## config.mk

```make
export PLATFORM = sky130hd
export DESIGN_NAME = qr_valley_timer
export DESIGN_NICKNAME = d
export VERILOG_FILES = /design/src/rtl/qrv_pkg.sv /design/src/rtl/qrv_phase_timer.sv /design/src/rtl/qrv_valley_cnt.sv /design/src/rtl/qr_valley_timer.sv
export SDC_FILE = /design/constraint.sdc
export NUM_CORES = 1
export LEC_CHECK = 0
export ABC_AREA = 1
export CORE_ASPECT_RATIO = 1.1
export CORE_MARGIN = 1.5
export CORE_UTILIZATION = 33
export CTS_BUF_LIST = sky130_fd_sc_hd__clkbuf_4 sky130_fd_sc_hd__clkbuf_8
export CTS_CLUSTER_SIZE = 14
export DETAILED_ROUTE_END_ITERATION = 10
export GPL_TIMING_DRIVEN = 0
export SYNTH_ARGS = -nofsm -noshare
export SYNTH_HDL_FRONTEND = slang
export SYNTH_SLANG_ARGS = --single-unit
```

## constraint.sdc

```tcl
create_clock -name clk -period 1.69 [get_ports clk]
set_input_delay 0.338 -clock clk [delete_from_list [all_inputs] [get_ports clk]]
set_output_delay 0.338 -clock clk [all_outputs]
set_load 0.02 [all_outputs]
```

## src/rtl/qrv_pkg.sv

```systemverilog
package qrv_pkg;

   // Phase of the switching cycle; the encoding equals the gate level.
   typedef enum logic {
      PH_OFF = 1'b0,
      PH_ON  = 1'b1
   } qrv_phase_e;

endpackage

```

## src/rtl/qrv_phase_timer.sv

```systemverilog
// Cycle counter for one switching phase. It restarts at zero while clr
// is high and otherwise counts up, stopping at LIMIT.
module qrv_phase_timer #(
   parameter int LIMIT = 100,
   parameter int W     = $clog2(LIMIT + 1)
) (
   input  logic         clk,
   input  logic         rst_n,
   input  logic         clr,
   output logic [W-1:0] cnt
);

   localparam logic [W-1:0] LIM_V = W'(LIMIT);

   generate
      if (LIMIT < 1) begin : g_bad_limit
         $error("qrv_phase_timer: LIMIT must be at least 1");
      end
      if ((2 ** W) <= LIMIT) begin : g_bad_width
         $error("qrv_phase_timer: W too narrow for LIMIT");
      end
   endgenerate

   always_ff @(posedge clk or negedge rst_n) begin
      if (!rst_n) begin
         cnt <= '0;
      end else if (clr) begin
         cnt <= '0;
      end else if (cnt != LIM_V) begin
         cnt <= cnt + 1'b1;
      end
   end

   // The count never runs past its limit.
   a_r6_timer_bound: assert property (@(posedge clk) disable iff (!rst_n)
      cnt <= LIM_V);

endmodule

```

## src/rtl/qrv_valley_cnt.sv

```systemverilog
// Counts falling edges of the zero-crossing bit while armed, saturating
// at ZC_MAX. It clears on request.
module qrv_valley_cnt #(
   parameter int ZC_MAX = 7,
   parameter int CW     = $clog2(ZC_MAX + 1)
) (
   input  logic          clk,
   input  logic          rst_n,
   input  logic          clr,
   input  logic          arm,
   input  logic          zc_det,
   output logic [CW-1:0] cnt
);

   localparam logic [CW-1:0] MAX_V = CW'(ZC_MAX);

   logic zc_prev;
   logic fall;
   logic at_max;

   generate
      if (ZC_MAX < 1) begin : g_bad_max
         $error("qrv_valley_cnt: ZC_MAX must be at least 1");
      end
      // With a full-range width the top value is all ones; otherwise compare.
      if (ZC_MAX == (2 ** CW) - 1) begin : g_full_range
         assign at_max = &cnt;
      end else begin : g_part_range
         assign at_max = (cnt == MAX_V);
      end
   endgenerate

   assign fall = zc_prev & ~zc_det;

   always_ff @(posedge clk or negedge rst_n) begin
      if (!rst_n) begin
         zc_prev <= 1'b0;
      end else begin
         zc_prev <= zc_det;
      end
   end

   always_ff @(posedge clk or negedge rst_n) begin
      if (!rst_n) begin
         cnt <= '0;
      end else if (clr) begin
         cnt <= '0;
      end else if (arm && fall && !at_max) begin
         cnt <= cnt + 1'b1;
      end
   end

   // the count stays within its range
   a_r1_in_range: assert property (@(posedge clk) disable iff (!rst_n)
      cnt <= MAX_V);

   // without an armed falling edge the count holds
   a_r1_hold: assert property (@(posedge clk) disable iff (!rst_n)
      (!clr && !(arm && fall)) |=> $stable(cnt));

   // a clear request empties the count by the next cycle
   a_r2_clear: assert property (@(posedge clk) disable iff (!rst_n)
      clr |=> (cnt == '0));

endmodule

```

## src/rtl/qr_valley_timer.sv

```systemverilog
module qr_valley_timer #(
   parameter int ZC_MAX    = 7,
   parameter int SUP_SHORT = 312,
   parameter int SUP_LONG  = 3125,
   parameter int OFF_MAX   = 5250,
   parameter int LEB       = 41,
   parameter int ON_MAX    = 3750
) (
   input  logic                         clk,
   input  logic                         rst_n,
   input  logic                         en,
   input  logic                         zc_det,
   input  logic                         ring_hi,
   input  logic                         cs_trip,
   input  logic                         ilim_trip,
   input  logic [$clog2(ZC_MAX+1)-1:0]  valley_req,
   output logic                         gate
);
   import qrv_pkg::*;

   localparam int ZW  = $clog2(ZC_MAX + 1);
   localparam int OFW = $clog2(OFF_MAX);
   localparam int ONW = $clog2(ON_MAX);

   localparam logic [OFW-1:0] SS_LIM  = OFW'(SUP_SHORT - 1);
   localparam logic [OFW-1:0] SL_LIM  = OFW'(SUP_LONG - 1);
   localparam logic [OFW-1:0] OFF_LIM = OFW'(OFF_MAX - 1);
   localparam logic [ONW-1:0] LEB_LIM = ONW'(LEB - 1);
   localparam logic [ONW-1:0] ON_LIM  = ONW'(ON_MAX - 1);

   generate
      if (SUP_SHORT < 2) begin : g_bad_short
         $error("qr_valley_timer: SUP_SHORT must be at least 2");
      end
      if (SUP_LONG < SUP_SHORT) begin : g_bad_long
         $error("qr_valley_timer: SUP_LONG must not be below SUP_SHORT");
      end
      if (OFF_MAX <= SUP_LONG) begin : g_bad_off
         $error("qr_valley_timer: OFF_MAX must exceed SUP_LONG");
      end
      if (LEB < 2) begin : g_bad_leb
         $error("qr_valley_timer: LEB must be at least 2");
      end
      if (ON_MAX <= LEB) begin : g_bad_on
         $error("qr_valley_timer: ON_MAX must exceed LEB");
      end
   endgenerate

   qrv_phase_e     phase_q;
   qrv_phase_e     phase_d;
   logic           gate_hi;
   logic [ZW-1:0]  zc_cnt;
   logic [OFW-1:0] off_cnt;
   logic [ONW-1:0] on_cnt;
   logic           sup_done;
   logic           valley_ok;
   logic           off_expire;
   logic           turn_on;
   logic           blank_done;
   logic           on_expire;
   logic           turn_off;
   logic           zc_clr;
   logic           off_clr;
   logic           on_clr;

   assign gate_hi = (phase_q == PH_ON);
   assign gate    = gate_hi;

   // ---------------- off phase: valleys, suppression, timeout ----------
   assign zc_clr  = ~en | gate_hi | turn_on;
   assign off_clr = ~en | gate_hi;

   qrv_valley_cnt #(
      .ZC_MAX (ZC_MAX),
      .CW     (ZW)
   ) valley_i (
      .clk    (clk),
      .rst_n  (rst_n),
      .clr    (zc_clr),
      .arm    (~gate_hi),
      .zc_det (zc_det),
      .cnt    (zc_cnt)
   );

   qrv_phase_timer #(
      .LIMIT (OFF_MAX - 1),
      .W     (OFW)
   ) off_tmr_i (
      .clk   (clk),
      .rst_n (rst_n),
      .clr   (off_clr),
      .cnt   (off_cnt)
   );

   assign sup_done   = (off_cnt >= SL_LIM) | (ring_hi & (off_cnt >= SS_LIM));
   assign valley_ok  = (zc_cnt >= valley_req);
   assign off_expire = (off_cnt == OFF_LIM);
   assign turn_on    = ~gate_hi & ((sup_done & valley_ok) | off_expire);

   // ---------------- on phase: blanking, trips, timeout ----------------
   assign on_clr = ~en | ~gate_hi;

   qrv_phase_timer #(
      .LIMIT (ON_MAX - 1),
      .W     (ONW)
   ) on_tmr_i (
      .clk   (clk),
      .rst_n (rst_n),
      .clr   (on_clr),
      .cnt   (on_cnt)
   );

   assign blank_done = (on_cnt >= LEB_LIM);
   assign on_expire  = (on_cnt == ON_LIM);
   assign turn_off   = gate_hi & ((blank_done & (cs_trip | ilim_trip)) | on_expire);

   // ---------------- gate state ---------------------------------------
   always_comb begin
      phase_d = phase_q;
      if (!en) begin
         phase_d = PH_OFF;
      end else if (gate_hi) begin
         if (turn_off) phase_d = PH_OFF;
      end else begin
         if (turn_on) phase_d = PH_ON;
      end
   end

   always_ff @(posedge clk or negedge rst_n) begin
      if (!rst_n) begin
         phase_q <= PH_OFF;
      end else begin
         phase_q <= phase_d;
      end
   end

   // no rise inside the short window
   a_r3_min_off: assert property (@(posedge clk) disable iff (!rst_n)
      (!gate_hi && off_cnt < SS_LIM) |=> !gate_hi);

   // without ringing level the long window holds the gate low
   a_r4_long_window: assert property (@(posedge clk) disable iff (!rst_n)
      (!gate_hi && !ring_hi && off_cnt < SL_LIM) |=> !gate_hi);

   // every rise is backed by enough valleys or by the timeout
   a_r5_rise_cause: assert property (@(posedge clk) disable iff (!rst_n)
      $rose(gate_hi) |-> ($past(zc_cnt) >= $past(valley_req) ||
                          $past(off_cnt) == OFF_LIM));

   // the off-time limit always turns the gate on
   a_r6_max_off: assert property (@(posedge clk) disable iff (!rst_n)
      (en && !gate_hi && off_cnt == OFF_LIM) |=> gate_hi);

   // trips cannot end the pulse inside blanking
   a_r7_blank: assert property (@(posedge clk) disable iff (!rst_n)
      (en && gate_hi && on_cnt < LEB_LIM) |=> gate_hi);

   // the on-time limit always turns the gate off
   a_r10_max_on: assert property (@(posedge clk) disable iff (!rst_n)
      (gate_hi && on_cnt == ON_LIM) |=> !gate_hi);

   // a low enable forces the gate low at the next edge
   a_r11_disable: assert property (@(posedge clk) disable iff (!rst_n)
      !en |=> !gate_hi);

endmodule

```

==> out/qor.txt, run 1 <==
Overflow after GRT -> 0
Area delta synth->final -> 15.9%
Clock group share of total power -> 45.7%
TritonCTS Buffers -> 5
Site Rows -> 27
CTS root buffer -> clkbuf_8
Synth Register Bits -> 30
Status -> completed
Final ANT Viol Nets -> 0
Most frequent cells in the layout -> nand2_1, inv_1, dfrtp_1, nor2_1, nand3_1
Slew Limit Fails -> 0
PortBufs -> 10
Non-filler cells, final -> 304
Crit path max-delay family -> buffers and inverters
Pint -> 0.00118 W
Final WL -> 3350 um
Cells after Synth -> 228
Antenna cells -> 0
Sw Ratio -> 22.5%
Fmax -> 626 MHz
Syn avg cell area -> 7.75 um^2
Worst path cell trace -> clkdlybuf4s50_1
Most common cell after layout, fill and taps aside -> nand2_1
Final hold violation count -> 0
Synth Net Count -> 249
Pwr dens -> 740 nW/um^2
Vias in the first global route -> 1514
Net load switching power -> 0.000341 W
Setup-failing EPs final -> 0
Max Cap Viol -> 0
Starting density of the core -> 34.9%
Sequential area share after synthesis -> 42.5%
Least-Margin Pin Slew -> 0.667 ns
Die Width -> 72.8 um
First DRT Iteration DRCs -> 39
CTS Buffer Depth -> 2
Drt pass-1 iters -> 4
Total Routing Usage GR -> 13.7%
Synthesized area -> 1770 um^2
Reg clk slew, reported paths -> 0.07 ns
Flop pwr share -> 48.7%
Final nets -> 266
Largest net degree at the start of global routing -> 31
Lkg Pwr -> 0.994 nW
Comb pwr share -> 5.6%
Data required, critical path -> 1.35 ns
Initial antenna violation count -> 0
DP HPWL -> 2510 um
Detailed-route via count -> 1466
GPL Wtd Cong -> 0.813
Worst min path class -> input pin to async pin
CTS Hold Bufs -> 0
Crit path time final -> 1.60 ns
CP Class -> flip-flop to output port
Worst path bufs/invs -> 1
Clk_lat worst skew -> 0.29 ns
Crit end category -> output port
Share of cells above drive strength 1 -> 8.94%
Worst VDD drop -> 0.490 mV
Inst Count DP -> 296
RSZ-0062 raised after global routing -> no
Die height -> 79.7 um
H-tree Lvls -> 2
Nature of the critical path startpoint -> flip-flop
Slowest stage delay, CP -> 0.61 ns
Critical-path top delay cell -> clkdlybuf4s50_1
WL per Instance -> 11.0 um
Die area -> 5800 um^2
Clock skew -> 0.00585 ns
Rel. slew slack -> 55.6%
CTS tree -> built
Boundary Pins -> 11
CTS sink cnt -> 30
Setup TNS -> 0 ns
Yosys warns -> 0
Critical Path AT -> 1.26 ns
Avg Vias per Cell -> 4.82
First-pass GRT wire length -> 6240 um
CP Max Fanout -> 3
DR DRC count -> 0
Distinct cells, synth -> 27
Core area -> 5070 um^2
Period Utilization, post-route -> 94.5%
==> power groups by stage <==
stage | Sequential [W] | Clock, W | Combinational, W
final | 0.000738 | 0.000693 | 0.0000852
after global routing | 0.000740 | 0.000731 | 0.000103
after CTS | 0.000738 | 0.000710 | 0.0000882
after detailed placement | 0.000752 | 0 | 0.0000876
after global placement | 0.000752 | 0 | 0.0000881
after floorplan | 0.000750 | 0 | 0.0000426
==> cells by family after synthesis <==
group | Yosys count | share of synthesized area (%)
buf+inv | 39 | 8.36
flops | 30 | 42.5
simple gates | 105 | 27.1
xor+xnor | 3 | 1.49
mux | 2 | 1.27
compound gates | 38 | 11.5
fa+ha+maj | 11 | 7.79
==> final cells by class <==
cell class,count,area [um^2]
Timing Repair Buffer,10,95.1
Clock buffer,8,110
Sequential cell,30,752
Multi-Input combinational cell,159,871
Inverter,39,148
Tap cell,58,72.6
Fill cell,536,3020
==> registers in the layout, summed over array words and instances, names as in the netlist <==
signal / flops
valley_i.zc_prev: 1
on_tmr_i.cnt: 12
gate: 1
valley_i.cnt: 3
off_tmr_i.cnt: 13
==> layer usage <==
| metal | global-route usage [%] | vias to the layer above | share of wire, % |
|---|---|---|---|
| met3 | 3.66 | 4 | 3.3 |
| met2 | 23.6 | 15 | 48 |
| met5 | 0 | - | 0 |
| met4 | 5.28 | 0 | 1.2 |
| met1 | 16.1 | 681 | 47 |
| li1 | - | 766 | - |
==> final timing paths <==
kind	from	end	slack (ns)	cells past startpoint
setup reg to reg	valley_i.cnt[0]	valley_i.cnt[1]	0.16	7
max in group asynchronous	rst_n	on_tmr_i.cnt[0]	1.14	1
hold / removal	rst_n	on_tmr_i.cnt[5]	0.08	1
min in group clk	on_tmr_i.cnt[11]	on_tmr_i.cnt[11]	0.51	1
setup / recovery	gate	gate	0.09	1
hold reg to reg	on_tmr_i.cnt[11]	on_tmr_i.cnt[11]	0.51	1
==> synthesized netlist by cell type <==
cell type,count,share of area [%]
inv_2,1,0.21
a31oi_1,3,1.1
nand2_2,2,0.71
nand3_1,17,4.8
o21ai_1,1,0.28
inv_1,37,7.9
nor3_1,6,1.7
o211ai_1,1,0.43
nor2_2,2,0.71
nor2_4,1,0.64
clkinv_2,1,0.28
nor4_1,1,0.35
ha_1,11,7.8
nor3_4,1,0.92
a21oi_1,15,4.2
nand4_4,1,1.2
o31ai_1,1,0.43
dfrtp_1,30,42
a211oi_1,1,0.43
o21ai_0,15,4.2
xor2_1,3,1.5
mux2_2,2,1.3
o21a_1,1,0.43
nand2_1,45,9.6
and3_1,1,0.35
nor2_1,27,5.7
nand4_1,1,0.35
==> metrics by stage <==
stage	power, W	utilization (%)	hold slack (ns)	cell area (um^2)	worst slack (ns)
floorplan	0.000792	-	0.0424	1770	0.271
global placement	0.000840	38.3	0.496	1940	-0.333
detailed placement	0.000839	38.2	0.425	1930	-0.0988
CTS	0.00154	40.3	0.117	2040	0.0755
global route	0.00157	40.4	0.160	2050	0.00783
finish	0.00152	40.4	0.0811	2050	0.0928
==> what timing repair did <==
item                                    in CTS  in global routing
endpoints found under the setup margin       0                  4
buffers inserted                             0                  0
resized for setup                            0                  2
No activity file was read; power rests on OpenSTA's default activity.
==> inputs of run 2 (changes only) <==
Settings changed: GPL_ROUTABILITY_DRIVEN from default to 0.
Clock period 1.69 ns to 1.7 ns, I/O delays scaled along.
==> run 2 against run 1 <==
  * Non-clock buffer count unchanged
  * Design area about the same
  * Sequential cell count unchanged
  * Utilization about the same
  * Global-route usage unchanged
  * Total power decreased by 0.58%
  * Via count about the same
  * Worst setup slack improved by 0.0079 ns
  * Critical endpoint unchanged
  * Largest power group unchanged
==> out/qor.txt, run 2 (same netlist as run 1, synthesis figures left out) <==
Critical Path AT -> 1.26 ns
DR DRC count -> 0
Crit. path cell count -> 1
CP Class -> flip-flop to output port
Worst min path class -> input pin to async pin
TritonCTS Buffers -> 5
Data required, critical path -> 1.36 ns
Die Width -> 72.8 um
Final hold violation count -> 0
Most frequent cells in the layout -> nand2_1, inv_1, dfrtp_1, nor2_1, nand3_1
Most crowded layer after global routing -> met2
First DRT Iteration DRCs -> 37
Die area -> 5800 um^2
WL per Instance -> 11.0 um
Grt met3 use -> 3.66%
Pwr dens -> 737 nW/um^2
Initial antenna violation count -> 0
RSZ-0062 raised after global routing -> no
Setup-failing EPs final -> 0
Overflow after GRT -> 0
Rel. slew slack -> 55.6%
Area delta synth->final -> 15.9%
# Post-CTS Setup Buffers -> 0
Crit path time final -> 1.60 ns
Lkg Pwr -> 0.996 nW
Register-to-Register Path Depth -> 7
CTS tree -> built
Largest regs -> off_tmr_i.cnt: 13 flops, on_tmr_i.cnt: 12 flops, valley_i.cnt: 3 flops
Die height -> 79.7 um
Vias in the first global route -> 1514
PortBufs -> 10
GR Util met2 -> 23.6%
Detailed-route via count -> 1465
Worst path bufs/invs -> 1
Least-Margin Pin Slew -> 0.666 ns
Setup TNS -> 0 ns
Worst VDD drop -> 0.487 mV
Crit end category -> output port
Multi-input gate area -> 871 um^2
Max Cap Viol -> 0
DP HPWL -> 2510 um
CTS root buffer -> clkbuf_8
Avg Vias per Cell -> 4.82
H-tree Lvls -> 2
CTS Buffer Depth -> 2
Fmax -> 625 MHz
Fin util -> 40.4%
Core area -> 5070 um^2
Slew Limit Fails -> 0
Max reg flops -> 13
Antenna cells -> 0
Boundary Pins -> 11
Nature of the critical path startpoint -> flip-flop
Final ANT Viol Nets -> 0
Worst path cell trace -> clkdlybuf4s50_1
Starting density of the core -> 34.9%
Drt pass-1 iters -> 4
Total Routing Usage GR -> 13.7%
Status -> completed
Critical-path top delay cell -> clkdlybuf4s50_1
Inst Count DP -> 296
Crit path max-delay family -> buffers and inverters
Clk_lat worst skew -> 0.29 ns
First-pass GRT wire length -> 6240 um
Site Rows -> 27
CP Max Fanout -> 3
Non-filler cells, final -> 304
Reg clk slew, reported paths -> 0.07 ns
Most flops, register -> off_tmr_i.cnt
Met1 Use GR -> 16.1%
Reg area -> 751 um^2
Share of cells above drive strength 1 -> 8.54%
Number of fill cells -> 537
Final nets -> 266
Largest net degree at the start of global routing -> 31
Slowest stage delay, CP -> 0.61 ns
Period Utilization, post-route -> 94.1%
Most common cell after layout, fill and taps aside -> nand2_1
CTS sink cnt -> 30
Clock skew -> 0.00591 ns
Final WL -> 3350 um
run 2: worst paths after layout:
check,start,to,slack [ns]
worst min register to register,on_tmr_i.cnt[11],on_tmr_i.cnt[11],0.51
worst max-delay path,gate,gate,0.10
worst min-delay path,rst_n,on_tmr_i.cnt[5],0.08
max in group asynchronous,rst_n,valley_i.cnt[1],1.18
min in group clk,on_tmr_i.cnt[11],on_tmr_i.cnt[11],0.51
worst max register to register,valley_i.cnt[0],valley_i.cnt[1],0.17
run 2: layout make-up:
class / instances / share of cell area, %
timing repair buffer: 10 / 4.65
sequential: 30 / 36.7
inverter: 39 / 7.21
multi-input combinational: 159 / 42.5
clock buffer: 8 / 5.38
tap: 58 / 3.55
run 2: timing repair:
| action | in CTS | in global routing |
|---|---|---|
| setup endpoints to repair | 0 | 3 |
| gates resized for setup | 0 | 1 |
| hold buffers | 0 | 0 |
run 2: where the power goes:
group / leakage [nW] / internal [W] / switching (W) / total [W]
sequential: 0.414 / 0.000724 / 0.0000105 / 0.000734
clock: 0.0575 / 0.000409 / 0.000280 / 0.000689
combinational: 0.525 / 0.0000367 / 0.0000480 / 0.0000847
total: 0.996 / 0.00117 / 0.000339 / 0.00151
run 2: per-stage QoR:
stage               setup slack (ns)  total power (W)  hold slack [ns]  area [um^2]
floorplan                      0.281         0.000788           0.0444         1770
finish                         0.101          0.00151           0.0828         2050
CTS                           0.0835          0.00153            0.119         2040
detailed placement           -0.0908         0.000834            0.427         1930
global route                 0.00411          0.00157            0.162         2050
global placement              -0.325         0.000835            0.496         1940
run 2: metal layers:
metal,wire length (um),share of wire (%),vias to the layer above
li1,-,-,766
met1,1580,47,680
met2,1620,48,15
met3,110,3.3,4
met4,39,1.2,0
met5,0,0,-
==> inputs of run 3 (changes only) <==
Settings changed: RECOVER_POWER from default to 25.
==> run 3 against run 2 <==
  * Global-route usage unchanged
  * Largest cell class unchanged
  * Sequential cell count unchanged
  * First-iteration DRC count unchanged
  * Total power about the same
  * Sequential power about the same
  * Fmax unchanged
==> out/qor.txt, run 3 (same netlist as run 1, synthesis figures left out) <==
CTS tree -> built
Critical Path AT -> 1.26 ns
H-tree Lvls -> 2
Slew Limit Fails -> 0
Critical-path top delay cell -> clkdlybuf4s50_1
Crit end category -> output port
Inst Count DP -> 296
Lkg Pwr -> 0.996 nW
Final ANT Viol Nets -> 0
Status -> completed
Setup TNS -> 0 ns
Final nets -> 266
Starting density of the core -> 34.9%
M1 WL -> 1580 um
Most flops, register -> off_tmr_i.cnt
Setup-failing EPs final -> 0
Initial antenna violation count -> 0
Detailed-route via count -> 1465
Antenna cells -> 0
Worst path bufs/invs -> 1
First-pass GRT wire length -> 6240 um
Die Width -> 72.8 um
Most frequent cells in the layout -> nand2_1, inv_1, dfrtp_1, nor2_1, nand3_1
Max layer used -> met4
Non-filler cells, final -> 304
CTS root buffer -> clkbuf_8
Hold_ws -> 0.108 ns
Clk_lat worst skew -> 0.29 ns
WL per Instance -> 11.0 um
CTS Hold Bufs -> 0
Pwr dens -> 736 nW/um^2
Fin util -> 40.4%
CTS Buffer Depth -> 2
Boundary Pins -> 11
Period Utilization, post-route -> 94.1%
Die area -> 5800 um^2
Area delta synth->final -> 15.9%
Crit path time final -> 1.60 ns
Avg Vias per Cell -> 4.82
Reg clk slew, reported paths -> 0.07 ns
Fmax -> 625 MHz
Most common cell after layout, fill and taps aside -> nand2_1
DP HPWL -> 2510 um
Metal3 WL -> 110 um
Final WL -> 3340 um
Slowest stage delay, CP -> 0.61 ns
Worst path cell trace -> clkdlybuf4s50_1
Vias in the first global route -> 1514
DR DRC count -> 0
RSZ-0062 raised after global routing -> no
Die height -> 79.7 um
Max reg flops -> 13
Largest net degree at the start of global routing -> 31
CTS sink cnt -> 30
Core area -> 5070 um^2
Worst VDD drop -> 0.487 mV
Overflow after GRT -> 0
Final hold violation count -> 0
First DRT Iteration DRCs -> 37
# Post-CTS Setup Buffers -> 0
Nature of the critical path startpoint -> flip-flop
Share of cells above drive strength 1 -> 8.54%
PortBufs -> 10
WL met2 -> 1620 um
CP Max Fanout -> 3
TritonCTS Buffers -> 5
CP Class -> flip-flop to output port
Data required, critical path -> 1.36 ns
Total Routing Usage GR -> 13.7%
Least-Margin Pin Slew -> 0.746 ns
Drt pass-1 iters -> 4
Clock skew -> 0.00591 ns
Crit path max-delay family -> buffers and inverters
Worst min path class -> input pin to async pin
Max Cap Viol -> 0
Rel. slew slack -> 50.3%
Largest regs -> off_tmr_i.cnt: 13 flops, on_tmr_i.cnt: 12 flops, valley_i.cnt: 3 flops
Site Rows -> 27
[run 3: cell types whose count changed in the layout (fill, tap and decap cells not counted), sizes merged]
cell and delta:
buf -1, clkdlybuf4s50 -1, clkbuf +1, dlygate4sd3 +1
[run 3: per-stage QoR]
step	setup slack (ns)	power, W	area, um^2
2_1_floorplan	0.281	0.000788	1770
3_3_place_gp	-0.325	0.000835	1940
3_5_place_dp	-0.0908	0.000834	1930
4_1_cts	0.0835	0.00153	2040
5_1_grt	0.00411	0.00157	2050
6_report	0.101	0.00151	2050
[run 3: power breakdown]
group          switching (W)  internal, W  total [W]
clock               0.000280     0.000409   0.000689
sequential         0.0000105     0.000724   0.000734
combinational      0.0000480    0.0000362  0.0000842
[run 3: cell type report]
type / instances / area, um^2
multi-input cells: 159 / 871
fillers: 537 / 3020
inverters: 39 / 148
repair buffers: 10 / 95.1
clock buffers: 8 / 110
flip-flops and latches: 30 / 751
well taps: 58 / 72.6
[run 3: per-layer routing]
| metal | up-vias | track usage (%) |
|---|---|---|
| met5 | - | 0 |
| met4 | 0 | 5.28 |
| met3 | 4 | 3.66 |
| met2 | 15 | 23.6 |
| met1 | 680 | 16.1 |
| li1 | 766 | - |
[run 3: timing repair]
item                                    CTS  global route
endpoints found under the setup margin    0             3
endpoints found under the hold margin     0             0
gates resized for setup                   0             1
[run 3: path summary, 6_finish.rpt]
check / startpoint / to / slack, ns / cells after the start
worst min register to register: on_tmr_i.cnt[11] / on_tmr_i.cnt[11] / 0.51 / 1
worst max register to register: valley_i.cnt[0] / valley_i.cnt[1] / 0.17 / 7
min in group clk: on_tmr_i.cnt[11] / on_tmr_i.cnt[11] / 0.51 / 1
worst min-delay path: rst_n / on_tmr_i.cnt[5] / 0.11 / 1
worst max-delay path: gate / gate / 0.10 / 1
max in group asynchronous: rst_n / valley_i.cnt[1] / 1.11 / 1
